$ cat src/rtl/wbseq_pkg.sv
package wbseq_pkg;
  localparam int unsigned OP_W    = 4;
  localparam int unsigned FIELD_W = 36;

  localparam logic [OP_W-1:0] OP_RD    = 4'd0;
  localparam logic [OP_W-1:0] OP_WR    = 4'd1;
  localparam logic [OP_W-1:0] OP_WAIT  = 4'd2;
  localparam logic [OP_W-1:0] OP_DESEL = 4'd3;

  typedef enum logic [1:0] {
    ST_IDLE,
    ST_EXEC,
    ST_DONE
  } seq_state_e;

  // default 8-word script, word 0 in the low bits
  localparam logic [8*40-1:0] DEFAULT_PROG = {
    40'h0_2_00000055,
    40'h3_0_00000000,
    40'h1_2_00000055,
    40'h0_1_CAFEF00D,
    40'h2_0_00000000,
    40'h0_0_01020304,
    40'h1_1_CAFEF00D,
    40'h1_0_01020304
  };
endpackage

$ cat src/rtl/wbseq_rom.sv
module wbseq_rom
  import wbseq_pkg::*;
#(
  parameter int unsigned ADDR_W   = 4,
  parameter int unsigned DATA_W   = 32,
  parameter int unsigned PROG_LEN = 8,
  parameter int unsigned PC_W     = 4,
  parameter int unsigned WORD_W   = OP_W + ADDR_W + DATA_W,
  parameter logic [PROG_LEN*WORD_W-1:0] PROGRAM = '0
) (
  input  logic [PC_W-1:0]   pc_i,
  output logic [OP_W-1:0]   op_o,
  output logic [ADDR_W-1:0] adr_o,
  output logic [DATA_W-1:0] dat_o
);
  localparam int unsigned SLOTS = 2 ** PC_W;

  logic [WORD_W-1:0] slot [SLOTS];
  logic [WORD_W-1:0] word;

  // pad to a power of two so any pc value indexes a defined slot
  for (genvar g = 0; g < SLOTS; g++) begin : g_slot
    if (g < PROG_LEN) begin : g_used
      assign slot[g] = PROGRAM[g*WORD_W +: WORD_W];
    end else begin : g_pad
      assign slot[g] = '0;
    end
  end

  assign word  = slot[pc_i];
  assign op_o  = word[WORD_W-1 -: OP_W];
  assign adr_o = word[DATA_W +: ADDR_W];
  assign dat_o = word[DATA_W-1:0];
endmodule

$ cat src/rtl/wbseq_ctrl.sv
module wbseq_ctrl
  import wbseq_pkg::*;
#(
  parameter int unsigned PROG_LEN = 8,
  parameter int unsigned PC_W     = 4
) (
  input  logic            clk_i,
  input  logic            rst_ni,
  input  logic [OP_W-1:0] op_i,
  input  logic            ack_i,
  output logic            cyc_o,
  output logic            stb_o,
  output logic            we_o,
  output logic            done_o,
  output logic            rd_ack_o,
  output logic [PC_W-1:0] pc_o
);
  localparam logic [PC_W-1:0] LAST = PC_W'(PROG_LEN - 1);

  seq_state_e      st_q, st_d;
  logic [PC_W-1:0] pc_q, pc_d;
  logic            exec, is_rd, is_wr, is_wait, is_xfer, step;

  always_comb begin
    is_rd   = (op_i == OP_RD);
    is_wr   = (op_i == OP_WR);
    is_wait = (op_i == OP_WAIT);
    is_xfer = is_rd | is_wr;
    exec    = (st_q == ST_EXEC);
    // transfers wait for ack, every other opcode takes one tick
    step    = exec && (is_xfer ? ack_i : 1'b1);
    st_d    = st_q;
    pc_d    = pc_q;
    case (st_q)
      ST_IDLE: st_d = ST_EXEC;
      ST_EXEC: begin
        if (step) begin
          pc_d = pc_q + PC_W'(1);
          if (pc_q == LAST) st_d = ST_DONE;
        end
      end
      default: ;
    endcase
  end

  always_ff @(posedge clk_i or negedge rst_ni) begin
    if (!rst_ni) begin
      st_q <= ST_IDLE;
      pc_q <= '0;
    end else begin
      st_q <= st_d;
      pc_q <= pc_d;
    end
  end

  assign cyc_o    = exec && (is_xfer || is_wait);
  assign stb_o    = exec && is_xfer;
  assign we_o     = exec && is_wr;
  assign done_o   = (st_q == ST_DONE);
  assign rd_ack_o = exec && is_rd && ack_i;
  assign pc_o     = pc_q;

  AST_STB_NEEDS_CYC: assert property (@(posedge clk_i) disable iff (!rst_ni)
    stb_o |-> cyc_o);
  AST_HOLD_TO_ACK: assert property (@(posedge clk_i) disable iff (!rst_ni)
    stb_o && !ack_i |=> stb_o && $stable(pc_o) && $stable(we_o));
  AST_ADVANCE_ON_ACK: assert property (@(posedge clk_i) disable iff (!rst_ni)
    stb_o && ack_i |=> pc_o == $past(pc_o) + PC_W'(1));
  AST_WAIT_ONE_TICK: assert property (@(posedge clk_i) disable iff (!rst_ni)
    cyc_o && !stb_o |=> pc_o == $past(pc_o) + PC_W'(1));
  AST_DONE_STICKY: assert property (@(posedge clk_i) disable iff (!rst_ni)
    done_o |=> done_o);
  AST_DONE_QUIET: assert property (@(posedge clk_i) disable iff (!rst_ni)
    done_o |-> !cyc_o && !stb_o);
endmodule

$ cat src/rtl/wbseq_chk.sv
module wbseq_chk #(
  parameter int unsigned DATA_W = 32,
  parameter int unsigned PC_W   = 4
) (
  input  logic              clk_i,
  input  logic              rst_ni,
  input  logic              rd_ack_i,
  input  logic [DATA_W-1:0] dat_i,
  input  logic [DATA_W-1:0] exp_i,
  input  logic [PC_W-1:0]   pc_i,
  output logic              err_o,
  output logic [PC_W-1:0]   err_idx_o
);
  logic            err_q;
  logic [PC_W-1:0] idx_q;
  logic            miss;

  assign miss = rd_ack_i && (dat_i != exp_i);

  // first failure wins; later mismatches leave the index alone
  always_ff @(posedge clk_i or negedge rst_ni) begin
    if (!rst_ni) begin
      err_q <= 1'b0;
      idx_q <= '0;
    end else if (miss && !err_q) begin
      err_q <= 1'b1;
      idx_q <= pc_i;
    end
  end

  assign err_o     = err_q;
  assign err_idx_o = idx_q;

  AST_ERR_STICKY: assert property (@(posedge clk_i) disable iff (!rst_ni)
    err_o |=> err_o && $stable(err_idx_o));
  AST_FLAG_ON_MISS: assert property (@(posedge clk_i) disable iff (!rst_ni)
    rd_ack_i && (dat_i != exp_i) |=> err_o);
endmodule

$ cat src/rtl/wbseq_master.sv
module wbseq_master
  import wbseq_pkg::*;
#(
  parameter int unsigned ADDR_W   = 4,
  parameter int unsigned DATA_W   = 32,
  parameter int unsigned PROG_LEN = 8,
  parameter logic [PROG_LEN*(OP_W+ADDR_W+DATA_W)-1:0] PROGRAM = DEFAULT_PROG
) (
  input  logic                         clk_i,
  input  logic                         rst_ni,
  output logic                         wb_cyc_o,
  output logic                         wb_stb_o,
  output logic                         wb_we_o,
  output logic [ADDR_W-1:0]            wb_adr_o,
  output logic [DATA_W-1:0]            wb_dat_o,
  output logic [DATA_W/8-1:0]          wb_sel_o,
  input  logic [DATA_W-1:0]            wb_dat_i,
  input  logic                         wb_ack_i,
  output logic                         done_o,
  output logic                         err_o,
  output logic [$clog2(PROG_LEN+1)-1:0] err_idx_o
);
  localparam int unsigned WORD_W = OP_W + ADDR_W + DATA_W;
  localparam int unsigned PC_W   = $clog2(PROG_LEN + 1);
  localparam int unsigned SEL_W  = DATA_W / 8;

  if (ADDR_W + DATA_W != FIELD_W) begin : g_bad_split
    $error("address plus data width must be 36");
  end

  logic [PC_W-1:0]   pc;
  logic [OP_W-1:0]   op;
  logic [DATA_W-1:0] field_dat;
  logic              stb, rd_ack;

  wbseq_rom #(
    .ADDR_W(ADDR_W), .DATA_W(DATA_W), .PROG_LEN(PROG_LEN),
    .PC_W(PC_W), .WORD_W(WORD_W), .PROGRAM(PROGRAM)
  ) u_rom (
    .pc_i (pc),
    .op_o (op),
    .adr_o(wb_adr_o),
    .dat_o(field_dat)
  );

  wbseq_ctrl #(.PROG_LEN(PROG_LEN), .PC_W(PC_W)) u_ctrl (
    .clk_i   (clk_i),
    .rst_ni  (rst_ni),
    .op_i    (op),
    .ack_i   (wb_ack_i),
    .cyc_o   (wb_cyc_o),
    .stb_o   (stb),
    .we_o    (wb_we_o),
    .done_o  (done_o),
    .rd_ack_o(rd_ack),
    .pc_o    (pc)
  );

  wbseq_chk #(.DATA_W(DATA_W), .PC_W(PC_W)) u_chk (
    .clk_i    (clk_i),
    .rst_ni   (rst_ni),
    .rd_ack_i (rd_ack),
    .dat_i    (wb_dat_i),
    .exp_i    (field_dat),
    .pc_i     (pc),
    .err_o    (err_o),
    .err_idx_o(err_idx_o)
  );

  assign wb_stb_o = stb;
  assign wb_dat_o = field_dat;
  assign wb_sel_o = {SEL_W{stb}};

  AST_WE_IN_XFER: assert property (@(posedge clk_i) disable iff (!rst_ni)
    wb_we_o |-> wb_stb_o && wb_cyc_o);
  AST_RESET_QUIET: assert property (@(posedge clk_i) disable iff (!rst_ni)
    $rose(rst_ni) |-> !wb_cyc_o);
endmodule

$ cat config.mk
export PLATFORM = sky130hd
export DESIGN_NAME = wbseq_master
export DESIGN_NICKNAME = d
export VERILOG_FILES = /design/src/rtl/wbseq_pkg.sv /design/src/rtl/wbseq_rom.sv /design/src/rtl/wbseq_ctrl.sv /design/src/rtl/wbseq_chk.sv /design/src/rtl/wbseq_master.sv
export SDC_FILE = /design/constraint.sdc
export NUM_CORES = 1
export LEC_CHECK = 0
export BUFFER_PORTS_ARGS = -buffer_cell sky130_fd_sc_hd__buf_2
export CORE_MARGIN = 4
export CORE_UTILIZATION = 39
export CTS_CLUSTER_SIZE = 8
export DETAILED_ROUTE_END_ITERATION = 8
export PLACE_DENSITY = 0.77
export SLEW_MARGIN = 10
export SYNTH_ARGS = -nofsm -noshare
export SYNTH_HDL_FRONTEND = slang
export SYNTH_SLANG_ARGS = --single-unit
$ cat constraint.sdc
create_clock -name clk_i -period 3.55 [get_ports clk_i]
set_input_delay 0.5325 -clock clk_i [delete_from_list [all_inputs] [get_ports clk_i]]
set_output_delay 0.5325 -clock clk_i [all_outputs]
set_load 0.005 [all_outputs]
==> summary.txt <==
Finish
  • Final #Nets: 215
  • Area Overhead vs Synth: 18.97%
  • Layout cell share with drive strength beyond 1: 0.4798
  • Final antenna diode count: 0
  • Fill cells: 262
  • Final Cell Area: 1271 um2

Yosys
  • Primary FF master, synth: dfrtp_1
  • Most area-consuming cells after synthesis: dfrtp_1, buf_4, ha_1
  • Synth top cells by count: buf_4, dfrtp_1, nor2_1, ha_1, nor4_1
  • Register area share after synthesis: 0.2576
  • Asr flop ratio synth: 1.000
  • Synthesized netlist cell count: 122
  • Top cell type's share of synthesized area: 0.2576
  • Number of enable flip-flop cells after synthesis: 0
  • Yosys cell types: 30
  • Syn Area/Cell: 8.758 um2
  • YS warnings: 0
  • Count leader, synth: buf_4
  • Post-synthesis cell area: 1069 um2
  • Seq cells post-synth: 11
  • Post-synth top area cell: dfrtp_1

Power
  • Pwr dens: 722.6 nW/um2
  • Pleak: 0.0006974 uW
  • Maximum vdd drop: 0.4589 mV

CTS
  • Post_cts resized: 0
  • TritonCTS buffer count: 3
  • Reg clk slew, reported paths: 70 ps
  • CTS Hold Bufs: 0
  • H-tree depth: 1
  • Clk sink count: 11
  • Root Buffer: clkbuf_4
  • Clk_lat worst skew: 270 ps
  • Clock tree buffer depth: 2
  • Setup Buffers After CTS: 0
  • CTS tree: built

Hold path
  • Worst hold path type: input port to asynchronous set/reset pin

Routing
  • Met2 routed WL: 1274 um
  • Vias per std cell: 4.606
  • TritonRoute pass-1 iters: 4
  • Remaining antenna violation count: 0
  • Routed wire length per instance: 11.73 um
  • Metal-1 WL: 886 um
  • Routed wire length: 2382 um
  • Via count: 935
  • Max layer used: met4
  • Initial DRC Count: 15
  • Met3 WL: 169 um
  • DR DRC count: 0

STA
  • RSZ-0062 raised after global routing: no
  • Hold Fails Final Rpt: 0
  • Final setup fails: 0
  • Clock period minus worst slack: 2309 ps
  • Crit share post-route: 0.6505
  • Final slew viol count: 0
  • Fmax: 0.4330 GHz
  • Post-route setup slack: 1241 ps
  • TNS Setup: 0 ps
  • Worst Clk Skew: 1.687 ps

Die
  • Die width: 60.35 um
  • Core Area: 2545 um2
  • Die height: 60.35 um
  • Initial Utilization: 0.4199
  • FP Rows: 18
  • Total die area: 3642 um2
  • Boundary Pins: 84

Worst setup path
  • Flop2flop setup slack: 1240 ps
  • Data required, critical path: 3020 ps
  • Worst r2r dst: u_chk.err_idx_o[2]
  • FF-to-FF Start: u_ctrl.pc_o[0]
  • Worst setup SP type: flip-flop
  • Reg2Reg Depth: 8
  • Critical Path End Type: output port
  • WS Path Type: flip-flop to output port
  • Arrival @ worst endpoint: 1780 ps
  • Critical path fanouts, max: 7

Placement
  • DP Area: 1244 um2
  • HPWL after DPL: 2081 um
  • Gpl congestion: 0.7517
  • Place WS: 1240 ps
  • # port buffers: 72

Global route
  • Grt total ovfl: 0
  • Initial antenna violation count: 0
  • Largest net degree at the start of global routing: 18
  • Vias in the first global route: 799
  • Global-route wire length before repair: 3339 um
  • Global Route Usage Sum: 0.1202

Run status
  • Status: completed

Run
  • Maxcap violations: 0
[worst max-delay path by stage]
stage	from	endpoint
2_1_floorplan	u_ctrl.pc_o[0]	u_chk.err_idx_o[0]
3_3_place_gp	u_ctrl.pc_o[0]	u_chk.err_idx_o[3]
3_5_place_dp	u_ctrl.pc_o[0]	u_chk.err_idx_o[3]
4_1_cts	u_ctrl.pc_o[0]	wb_stb_o
5_1_grt	u_ctrl.pc_o[0]	u_chk.err_idx_o[2]
6_report	u_ctrl.pc_o[0]	wb_stb_o
[worst max-delay path, cell delays in order, from the launching register on]
cell	delay [ps]
dfrtp_1	470
inv_1	120
ha_1	230
mux2i_1	150
nor2_1	90
nor2_1	270
buf_2	180
[placed cells by master (no fill, tap or decap), types with 3 or more instances in the layout]
| master | count |
|---|---|
| mux2_1 | 4 |
| nand3_1 | 3 |
| nor4_1 | 6 |
| buf_2 | 72 |
| inv_1 | 4 |
| nand4_1 | 4 |
| a21oi_1 | 5 |
| or2_2 | 3 |
| nand2b_1 | 3 |
| xnor2_1 | 5 |
| dfrtp_1 | 11 |
| nor3_1 | 5 |
| ha_1 | 6 |
| clkbuf_4 | 3 |
| nand2_1 | 3 |
| mux2i_1 | 3 |
| nor2_1 | 8 |
| conb_1 | 11 |
[routing by layer]
| metal | track usage | up-vias |
|---|---|---|
| met5 | 0 | - |
| met4 | 0.05380 | 0 |
| met3 | 0.02553 | 6 |
| met2 | 0.2068 | 35 |
| met1 | 0.1432 | 420 |
| li1 | - | 474 |
[flip-flops by register name (all words and copies together) (netlist names)]
signal           count
u_chk.err_idx_o      4
u_ctrl.pc_o          4
u_chk.err_o          1
u_ctrl.st_q          2
[power breakdown]
part           leakage [uW]  internal [uW]  total (uW)  switching (uW)
clock             0.0000177           41.8        85.7            44.0
combinational      0.000555            292         569             278
sequential         0.000125            183         264            80.6
total              0.000697            516         919             402
[area by class of cell]
cell class	instances	area (um2)	area share
multi-input cells	81	548.0	0.4311
repair buffers	73	367.9	0.2894
flip-flops and latches	11	275.3	0.2165
well taps	30	37.54	0.02953
clock buffers	3	22.52	0.01772
inverters	4	15.01	0.01181
clock inverters	1	5.005	0.003937
[metrics by stage]
step	util	power (uW)	cells	hold slack, ps
after CTS	0.4995	936.4	203	114.8
after floorplan	-	750.5	132	236.9
after global routing	0.4995	1017	203	119.0
final	0.4995	918.6	203	112.2
after detailed placement	0.4887	847.4	199	414.4
after global placement	0.4887	838.8	199	409.6
[kinds of logic (layout without fill, tap and decap cells)]
kind of cell | Yosys count | in the layout | share of synthesized area
other | 1 | 11 | 0.003510
AOI/OAI and AO/OA | 10 | 10 | 0.06793
and+or+nand+nor | 40 | 40 | 0.2061
buffers and inverters | 40 | 81 | 0.2646
muxes | 8 | 8 | 0.08079
DFF | 11 | 11 | 0.2576
adders and majority gates | 6 | 6 | 0.07026
xor gates and xnor gates | 6 | 6 | 0.04918
Power figures use the tool's default switching activity.
